### src/rtl/irq_stat_pkg.sv
package irq_stat_pkg;

    localparam int REG_W  = 32;
    localparam int ADDR_W = 8;

    localparam logic [ADDR_W-1:0] OFS_STATUS = 8'h00;
    localparam logic [ADDR_W-1:0] OFS_ENABLE = 8'h04;
    localparam logic [ADDR_W-1:0] OFS_CMDST  = 8'h08;

    localparam int BIT_CMP = 0;
    localparam int BIT_MSG = 8;

    typedef enum logic [1:0] {
        SEL_NONE   = 2'd0,
        SEL_STATUS = 2'd1,
        SEL_ENABLE = 2'd2,
        SEL_CMDST  = 2'd3
    } reg_sel_e;

    typedef struct packed {
        reg_sel_e sel;
        logic     sts_clr;
        logic     en_load;
    } reg_access_s;

    function automatic reg_sel_e offset_to_sel(
        input logic [ADDR_W-1:0] a,
        input logic [ADDR_W-1:0] o_sts,
        input logic [ADDR_W-1:0] o_en,
        input logic [ADDR_W-1:0] o_cmd
    );
        if (a[1:0] != 2'b00) return SEL_NONE;
        if (a == o_sts)      return SEL_STATUS;
        if (a == o_en)       return SEL_ENABLE;
        if (a == o_cmd)      return SEL_CMDST;
        return SEL_NONE;
    endfunction

endpackage

### src/rtl/irq_reg_decode.sv
module irq_reg_decode
    import irq_stat_pkg::*;
#(
    parameter int                AW      = ADDR_W,
    parameter logic [AW-1:0]     STS_OFS = OFS_STATUS,
    parameter logic [AW-1:0]     EN_OFS  = OFS_ENABLE,
    parameter logic [AW-1:0]     CMD_OFS = OFS_CMDST
) (
    input  logic [AW-1:0] addr,
    input  logic          wr_en,
    output reg_access_s   acc
);
    reg_sel_e sel;

    always_comb begin
        sel         = offset_to_sel(addr, STS_OFS, EN_OFS, CMD_OFS);
        acc.sel     = sel;
        acc.sts_clr = wr_en && (sel == SEL_STATUS);
        acc.en_load = wr_en && (sel == SEL_ENABLE);
    end
endmodule

### src/rtl/irq_status_reg.sv
module irq_status_reg #(
    parameter int DW      = 32,
    parameter int CMP_POS = 0,
    parameter int MSG_POS = 8
) (
    input  logic          clk,
    input  logic          rst,
    input  logic          cmp_ev,
    input  logic          msg_ev,
    input  logic          sts_clr,
    input  logic          en_load,
    input  logic [DW-1:0] wdata,
    output logic [DW-1:0] sts_q,
    output logic [DW-1:0] en_q,
    output logic          update,
    output logic          pend_next
);
    logic [DW-1:0] set_vec;
    logic [DW-1:0] clr_vec;
    logic [DW-1:0] sts_d;
    logic [DW-1:0] en_d;

    for (genvar b = 0; b < DW; b++) begin : g_set
        if (b == CMP_POS && b == MSG_POS) begin : g_both
            assign set_vec[b] = cmp_ev | msg_ev;
        end else if (b == CMP_POS) begin : g_cmp
            assign set_vec[b] = cmp_ev;
        end else if (b == MSG_POS) begin : g_msg
            assign set_vec[b] = msg_ev;
        end else begin : g_none
            assign set_vec[b] = 1'b0;
        end
    end

    always_comb begin
        clr_vec   = sts_clr ? wdata : '0;
        sts_d     = (sts_q & ~clr_vec) | set_vec;
        en_d      = en_load ? wdata : en_q;
        update    = cmp_ev | msg_ev | sts_clr | en_load;
        pend_next = |(sts_d & en_d);
    end

    always_ff @(posedge clk) begin
        if (rst) begin
            sts_q <= '0;
            en_q  <= '0;
        end else begin
            sts_q <= sts_d;
            en_q  <= en_d;
        end
    end
endmodule

### src/rtl/irq_deliver.sv
module irq_deliver (
    input  logic clk,
    input  logic rst,
    input  logic msi_mode,
    input  logic pend_now,
    input  logic update,
    input  logic pend_next,
    input  logic sts_clr,
    output logic irq_level,
    output logic msg_pulse,
    output logic drain_retry
);
    always_ff @(posedge clk) begin
        if (rst) begin
            msg_pulse   <= 1'b0;
            drain_retry <= 1'b0;
        end else begin
            msg_pulse   <= msi_mode && update && pend_next;
            drain_retry <= sts_clr;
        end
    end

    assign irq_level = !msi_mode && pend_now;
endmodule

### src/rtl/irq_stat_ctrl.sv
module irq_stat_ctrl
    import irq_stat_pkg::*;
#(
    parameter int DW      = REG_W,
    parameter int AW      = ADDR_W,
    parameter int CMP_POS = BIT_CMP,
    parameter int MSG_POS = BIT_MSG
) (
    input  logic          clk,
    input  logic          rst,
    input  logic [AW-1:0] reg_addr,
    input  logic          reg_wr_en,
    input  logic [DW-1:0] reg_wdata,
    output logic [DW-1:0] reg_rdata,
    input  logic [DW-1:0] cmd_status_i,
    input  logic          cmp_event,
    input  logic          msg_event,
    input  logic          msi_mode,
    output logic          irq_level,
    output logic          irq_msg_pulse,
    output logic          drain_retry
);
    reg_access_s   acc;
    logic [DW-1:0] sts_q;
    logic [DW-1:0] en_q;
    logic          update;
    logic          pend_next;
    logic          pend_now;

    irq_reg_decode #(
        .AW      (AW),
        .STS_OFS (AW'(OFS_STATUS)),
        .EN_OFS  (AW'(OFS_ENABLE)),
        .CMD_OFS (AW'(OFS_CMDST))
    ) u_dec (
        .addr  (reg_addr),
        .wr_en (reg_wr_en),
        .acc   (acc)
    );

    irq_status_reg #(
        .DW      (DW),
        .CMP_POS (CMP_POS),
        .MSG_POS (MSG_POS)
    ) u_regs (
        .clk       (clk),
        .rst       (rst),
        .cmp_ev    (cmp_event),
        .msg_ev    (msg_event),
        .sts_clr   (acc.sts_clr),
        .en_load   (acc.en_load),
        .wdata     (reg_wdata),
        .sts_q     (sts_q),
        .en_q      (en_q),
        .update    (update),
        .pend_next (pend_next)
    );

    assign pend_now = |(sts_q & en_q);

    irq_deliver u_out (
        .clk         (clk),
        .rst         (rst),
        .msi_mode    (msi_mode),
        .pend_now    (pend_now),
        .update      (update),
        .pend_next   (pend_next),
        .sts_clr     (acc.sts_clr),
        .irq_level   (irq_level),
        .msg_pulse   (irq_msg_pulse),
        .drain_retry (drain_retry)
    );

    always_comb begin
        unique case (acc.sel)
            SEL_STATUS: reg_rdata = sts_q;
            SEL_ENABLE: reg_rdata = en_q;
            SEL_CMDST:  reg_rdata = cmd_status_i;
            default:    reg_rdata = '0;
        endcase
    end
endmodule

### config.mk
export PLATFORM = sky130hd
export DESIGN_NAME = irq_stat_ctrl
export DESIGN_NICKNAME = d
export VERILOG_FILES = /design/src/rtl/irq_stat_pkg.sv /design/src/rtl/irq_reg_decode.sv /design/src/rtl/irq_status_reg.sv /design/src/rtl/irq_deliver.sv /design/src/rtl/irq_stat_ctrl.sv
export SDC_FILE = /design/constraint.sdc
export NUM_CORES = 1
export LEC_CHECK = 0
export ABC_AREA = 1
export BUFFER_PORTS_ARGS = -buffer_cell sky130_fd_sc_hd__buf_4
export CAP_MARGIN = 25
export CORE_ASPECT_RATIO = 0.9
export CORE_MARGIN = 4
export CORE_UTILIZATION = 50
export CTS_BUF_LIST = sky130_fd_sc_hd__clkbuf_4
export DETAILED_ROUTE_END_ITERATION = 10
export GPL_ROUTABILITY_DRIVEN = 1
export MAX_ROUTING_LAYER = met4
export PLACE_DENSITY = 0.79
export SYNTH_ARGS = -nofsm -noshare
export SYNTH_HDL_FRONTEND = slang
export SYNTH_SLANG_ARGS = --single-unit
### constraint.sdc
create_clock -name clk -period 4.4 [get_ports clk]
set_clock_uncertainty 0.05 [all_clocks]
set_input_delay 0.44 -clock clk [delete_from_list [all_inputs] [get_ports clk]]
set_output_delay 0.44 -clock clk [all_outputs]
set_load 0.01 [all_outputs]
# ---- Yosys cells after proc, flatten, opt, wreduce, memory -nomap -nowiden
# Index checks and enable logic that the tools add are counted.
dict set report op_classes {
  n_bitwise 8
  n_eq_ne 5
  n_reduce_logical 10
  mux 21
}
# operator n
set ops {}
lappend ops {{$and A32 B32 Y32} 3}
lappend ops {{$pmux W32 S3} 1}
lappend ops {{$mux W32} 2}
lappend ops {{$reduce_or A32 Y1} 2}
lappend ops {{$not A32 Y32} 1}
lappend ops {{$or A32 B9 Y32} 1}
lappend ops {{$mux W2} 8}
lappend ops {{$mux W1} 10}
lappend ops {{$eq A8 B3 Y1 const B} 1}
lappend ops {{$eq A8 B4 Y1 const B} 1}
lappend ops {{$logic_not A8 Y1} 1}
lappend ops {{$logic_and A1 B1 Y1} 5}
lappend ops {{$eq A2 B2 Y1 const B} 2}
lappend ops {{$or A1 B1 Y1} 3}
lappend ops {{$eq A2 B1 Y1 const B} 1}
lappend ops {{$reduce_bool A2 Y1} 1}
lappend ops {{$logic_not A1 Y1} 1}
dict set report word_totals {
  elab_cells 48
  regBits 66
}

# ---- Depth between registers and ports, before layout
dict set report depth {
  ltp_word 21
  ltp_mapped 14
}

# ---- Hierarchy
# Synthesis repeated with hierarchy kept, for this count alone.
dict set report unflattened {
  cells_unflattened 622
  hier_area_um2 3772.4
}
# mod cells_each instances seq_area_each_um2 area_each_um2
set modules_own_cells {}
lappend modules_own_cells {irq_status_reg 382 1 1281.2 2682.6}
lappend modules_own_cells {irq_stat_ctrl 206 1 0.0 919.6}
lappend modules_own_cells {irq_reg_decode 24 1 0.0 100.1}
lappend modules_own_cells {irq_deliver 10 1 40.0 70.1}

# ---- Worst setup path after synthesis
# Ideal clock, no wire load.
dict set report synth_timing {
  path_kind {input to output}
  start {in reg_addr[7]}
  end {out reg_rdata[10]}
  path_stages 8
  t_required_ns 3.910
  slack_ns 2.309
  arrival_ns 1.601
  cell_sequence {nor2_1 -> nand2_1 -> nor2_2 -> buf_4 -> buf_4 -> inv_1 -> buf_2 -> o221ai_1}
}
dict set report synth_via {
  elab_chain_len 11
}
# element line
set synth_lines {}
lappend synth_lines {{start: declaration} irq_stat_ctrl.sv:11} ;# input logic [AW-1:0] reg_addr,
lappend synth_lines {{$eq A8 B4 Y1} irq_stat_pkg.sv:35} ;# if (a == o_cmd) return SEL_CMDST;
lappend synth_lines {{$mux W1 (2 in a row)} irq_stat_pkg.sv:35}
lappend synth_lines {{$mux W1} irq_stat_pkg.sv:34} ;# if (a == o_en) return SEL_ENABLE;
lappend synth_lines {{$mux W1} irq_stat_pkg.sv:33} ;# if (a == o_sts) return SEL_STATUS;
lappend synth_lines {{$mux W2} irq_stat_pkg.sv:36} ;# return SEL_NONE;
lappend synth_lines {{$mux W2} irq_stat_pkg.sv:35}
lappend synth_lines {{$mux W2 *} irq_stat_pkg.sv:34}
lappend synth_lines {{$mux W2 *} irq_stat_pkg.sv:33}
lappend synth_lines {{$eq A2 B2 Y1 / $eq A2 B1 Y1 (equally long branches)} irq_stat_ctrl.sv:75} ;# unique case (acc.sel)
lappend synth_lines {{$pmux W32 S3 *} irq_stat_ctrl.sv:75}
lappend synth_lines {{end: declaration} irq_stat_ctrl.sv:14} ;# output logic [DW-1:0] reg_rdata,
# Mark *: on every way between the ends. The rest lies on a longest branch, timed or not. The select of a mux whose other input is x is not followed.

# ---- Worst setup path after layout
dict set report layout_timing {
  start {in reg_addr[7]}
  end {out reg_rdata[7]}
}
# The elaborated chain is that of the path after synthesis.

==> key figures <==
Yosys
  • Post-synth ARST share: 0%
  • Cells after Synth: between 500 and 600
  • Ys Warns: 0
  • Cell taking the most area after synthesis: dfxtp_1
  • Syn_nets: 677
  • Post-synth top cells: 184 x nand2_1, 93 x nor2_1, 91 x inv_1, 66 x dfxtp_1, 53 x nand3_1
  • Multiplexer share of the synthesized area: 0%
  • Post-Syn Area per Cell: just over 6 sq um
  • XOR/XNOR Fraction of Synth Area: 0%
  • Post-Synth Adder-Cell Area: 0%
  • Simple-gate share of the synthesized area: about two fifths
  • Main synth FF type: dfxtp_1
  • Cell with the most instances after synthesis: nand2_1
  • Netlist cell types: 24
  • Post-synthesis register bit count: 66
  • Sequential-to-total area share from yosys stat: 35.9%
  • Leading post-synthesis cells by cell area: dfxtp_1 36%, nand2_1 19%, nor2_1 9.5%
  • Synth Area in Compound Gates: 10.6%
  • Largest family of logic cells by synthesized area: simple AND/OR/NAND/NOR gates
  • Area share of the largest cell type after synthesis: 35.9%
  • Post-Syn Area: 3680 sq um
  • Post-synth EDFFs: 0

STA
  • Hold Fails Final Rpt: 0
  • Final setup viols: 0
  • Worst-Margin Slew: between 700 and 800 ps
  • Max-slew violation count: 0
  • Worst slew margin: 48.7%
  • Fin crit period: 2610 ps
  • Setup tns final: 0 ps
  • RSZ-0062 raised after global routing: no
  • Fmax: around 380 MHz
  • Final period util: 59.3%

Place
  • RD Place Congestion: 0.852
  • I/O Buffers: approximately 110
  • Post-DP HPWL: 7500 um

Worst setup path
  • Crit path max fanout: 20
  • Critical path launch point type: primary input
  • FF-to-FF setup slack: 3070 ps
  • R2r startpoint: u_regs.en_q[30]
  • Bufs and invs on worst path: 3
  • CP max-delay cell: nor2_4
  • Critical path's top delay family: simple AND/OR/NAND/NOR gates
  • Required @ worst endpoint: just under 4000 ps
  • Most used cell, CP: buf_4
  • Reg2reg end: u_out.msg_pulse
  • R2R cell count: 10
  • Critical Path, Cell by Cell: buf_4 > nor2_1 > nand2_1 > nor2_4 > inv_1 > o221ai_1 > buf_4
  • Crit path DAT: 2120 ps
  • CP peak stage delay: 430 ps
  • Crit. End Element: output pin
  • Worst Setup Path Type: in2out

Min path
  • Hold path depth: 3
  • Hold EP: u_out.msg_pulse
  • Hold WC Path Type: in2reg
  • Worst Hold Launch: msi_mode

Clocking
  • Clock buffer depth: 2
  • Post-CTS Setup Inserts: 0
  • Clk_lat worst skew: 410 ps
  • Hold-fix buffers, CTS: 0
  • CTS H-tree lvls: 3
  • CTS sink count: 66
  • Clk root buf: clkbuf_4
  • Worst-path clk slew: 120 ps
  • Number of CTS-inserted buffers: 9
  • CTS-repair resized insts: 0
  • CTS tree: done

GRT
  • Total grt overflow: 0
  • Antenna violations before repair: 0
  • Pin count of the biggest net entering global routing: 67
  • Total global-route track usage: 25.1%
  • First-pass GRT wire length: approximately 17000 um
  • Vias in the first global route: approximately 3700

Routing
  • Pre-Repair DR Iteration Count: 5
  • ANT nets after route: 0
  • Drt wl/cell: about 14 um
  • Total Wirelength: 10800 um
  • Vias: 4160
  • DRT iter0 DRCs: between 300 and 400
  • Vias per std cell: around 5.2
  • Residual DRC count: 0

Layout
  • Area growth syn-to-layout: 26.4%
  • Fin nets: 773
  • Layout cells sized above 1: 19.9%
  • Antenna cells: 0

Pwr
  • PD cells: about 230 nW/um^2
  • VDD IR max: 174 uV
  • Leakage: around 2.1 nW
  • Final Power: 0.00109 W

Floorplanning
  • Die Wd: just under 100 um
  • Initial core utilization: 51.8%
  • Core area: 7110 sq um
  • FP Rows: 29
  • I/O Pins: between 100 and 150
  • Die area: 8810 sq um
  • Die height: approximately 89 um

Outcome
  • Status: completed

Job
  • Max-cap violations: 0
-- area by class of cell --
| class | count | area [sq um] |
|---|---|---|
| fillers | 696 | 2450 |
| multi-input cells | 411 | 1870 |
| flip-flops and latches | 66 | 1320 |
| repair buffers | 115 | 871 |
| inverters | 92 | 345 |
| well taps | 93 | 116 |
| clock buffers | 10 | 75.1 |
| clock inverters | 6 | 57.6 |
-- where the power goes --
group | total [W] | switching (W) | internal, W
Combinational | 0.0000941 | 0.0000439 | 0.0000502
Sequential | 0.000600 | 0.00000136 | 0.000599
Clock | 0.000398 | 0.000222 | 0.000176
-- worst reg2reg max path: stages, from the launching register on --
cell and delay, ps:
dfxtp_1 310, inv_1 80, nand2_1 60, nand2_1 110, nor2_1 50, nor2_1 110
nand2_1 60, nor2_1 180, nand2_1 90, nor2_1 110, nor2_1 40
-- metal layers --
layer | GRT usage, % | wire length, um | vias to the layer above
met5 | - | 0 | -
met3 | 6.40 | 862 | 15
met1 | 31.3 | 4490 | 1911
met2 | 41.4 | 5300 | 159
li1 | - | - | 2075
met4 | 5.96 | 119 | 0
-- metrics by stage --
stage	area [sq um]	hold slack [ps]	std cells	setup slack, ps	util [%]
floorplan	3680	389	599	2310	-
global placement	4510	400	776	1640	63.4
detailed placement	4510	407	776	1590	63.4
CTS	4640	249	792	1580	65.3
global route	4660	245	793	1610	65.5
finish	4660	263	793	1790	65.5
-- registers in the layout, summed over array words and instances (netlist names) --
register,count
u_out.drain_retry,1
u_regs.en_q,32
u_regs.sts_q,32
u_out.msg_pulse,1
-- worst max path at each step --
stage	startpoint	endpoint	slack [ps]	cells past startpoint
after floorplan	reg_addr[7]	reg_rdata[10]	2310	8
after global placement	reg_addr[7]	reg_rdata[7]	1640	9
after detailed placement	reg_addr[7]	reg_rdata[7]	1590	9
after CTS	reg_addr[7]	reg_rdata[7]	1580	9
after global routing	reg_addr[7]	reg_rdata[7]	1610	7
final	reg_addr[7]	reg_rdata[7]	1790	7
-- cell usage in the layout (no fill, tap or decap) --
cell type  Yosys  routed
o221ai_1      14      14
buf_8          0       1
inv_2          1       1
buf_4          5     114
inv_1         91      91
a21oi_1        9       9
o21ai_1        9       9
clkbuf_4       0      10
nand2_1      184     184
bufinv_16      0       1
nand3_2        1       1
clkinv_2       0       3
clkinv_1       0       1
a221oi_1       4       4
nand3b_1       9       9
nand3_1       53      53
dfxtp_1       66      66
nor2_2         4       3
o211ai_1      10      10
o21ai_0        5       5
clkinv_4       0       1
nand4_1        6       6
nand2_2        1       1
nor2_1        93      93
nor2_4         2       3
o22ai_1        7       7
-- kinds of logic after synthesis --
logic type / after synthesis
AO/OA/AOI/OAI: 58
buffers and inverters: 122
flip-flops: 66
AND/OR/NAND/NOR: 353
No activity file was read; power rests on OpenSTA's default activity.
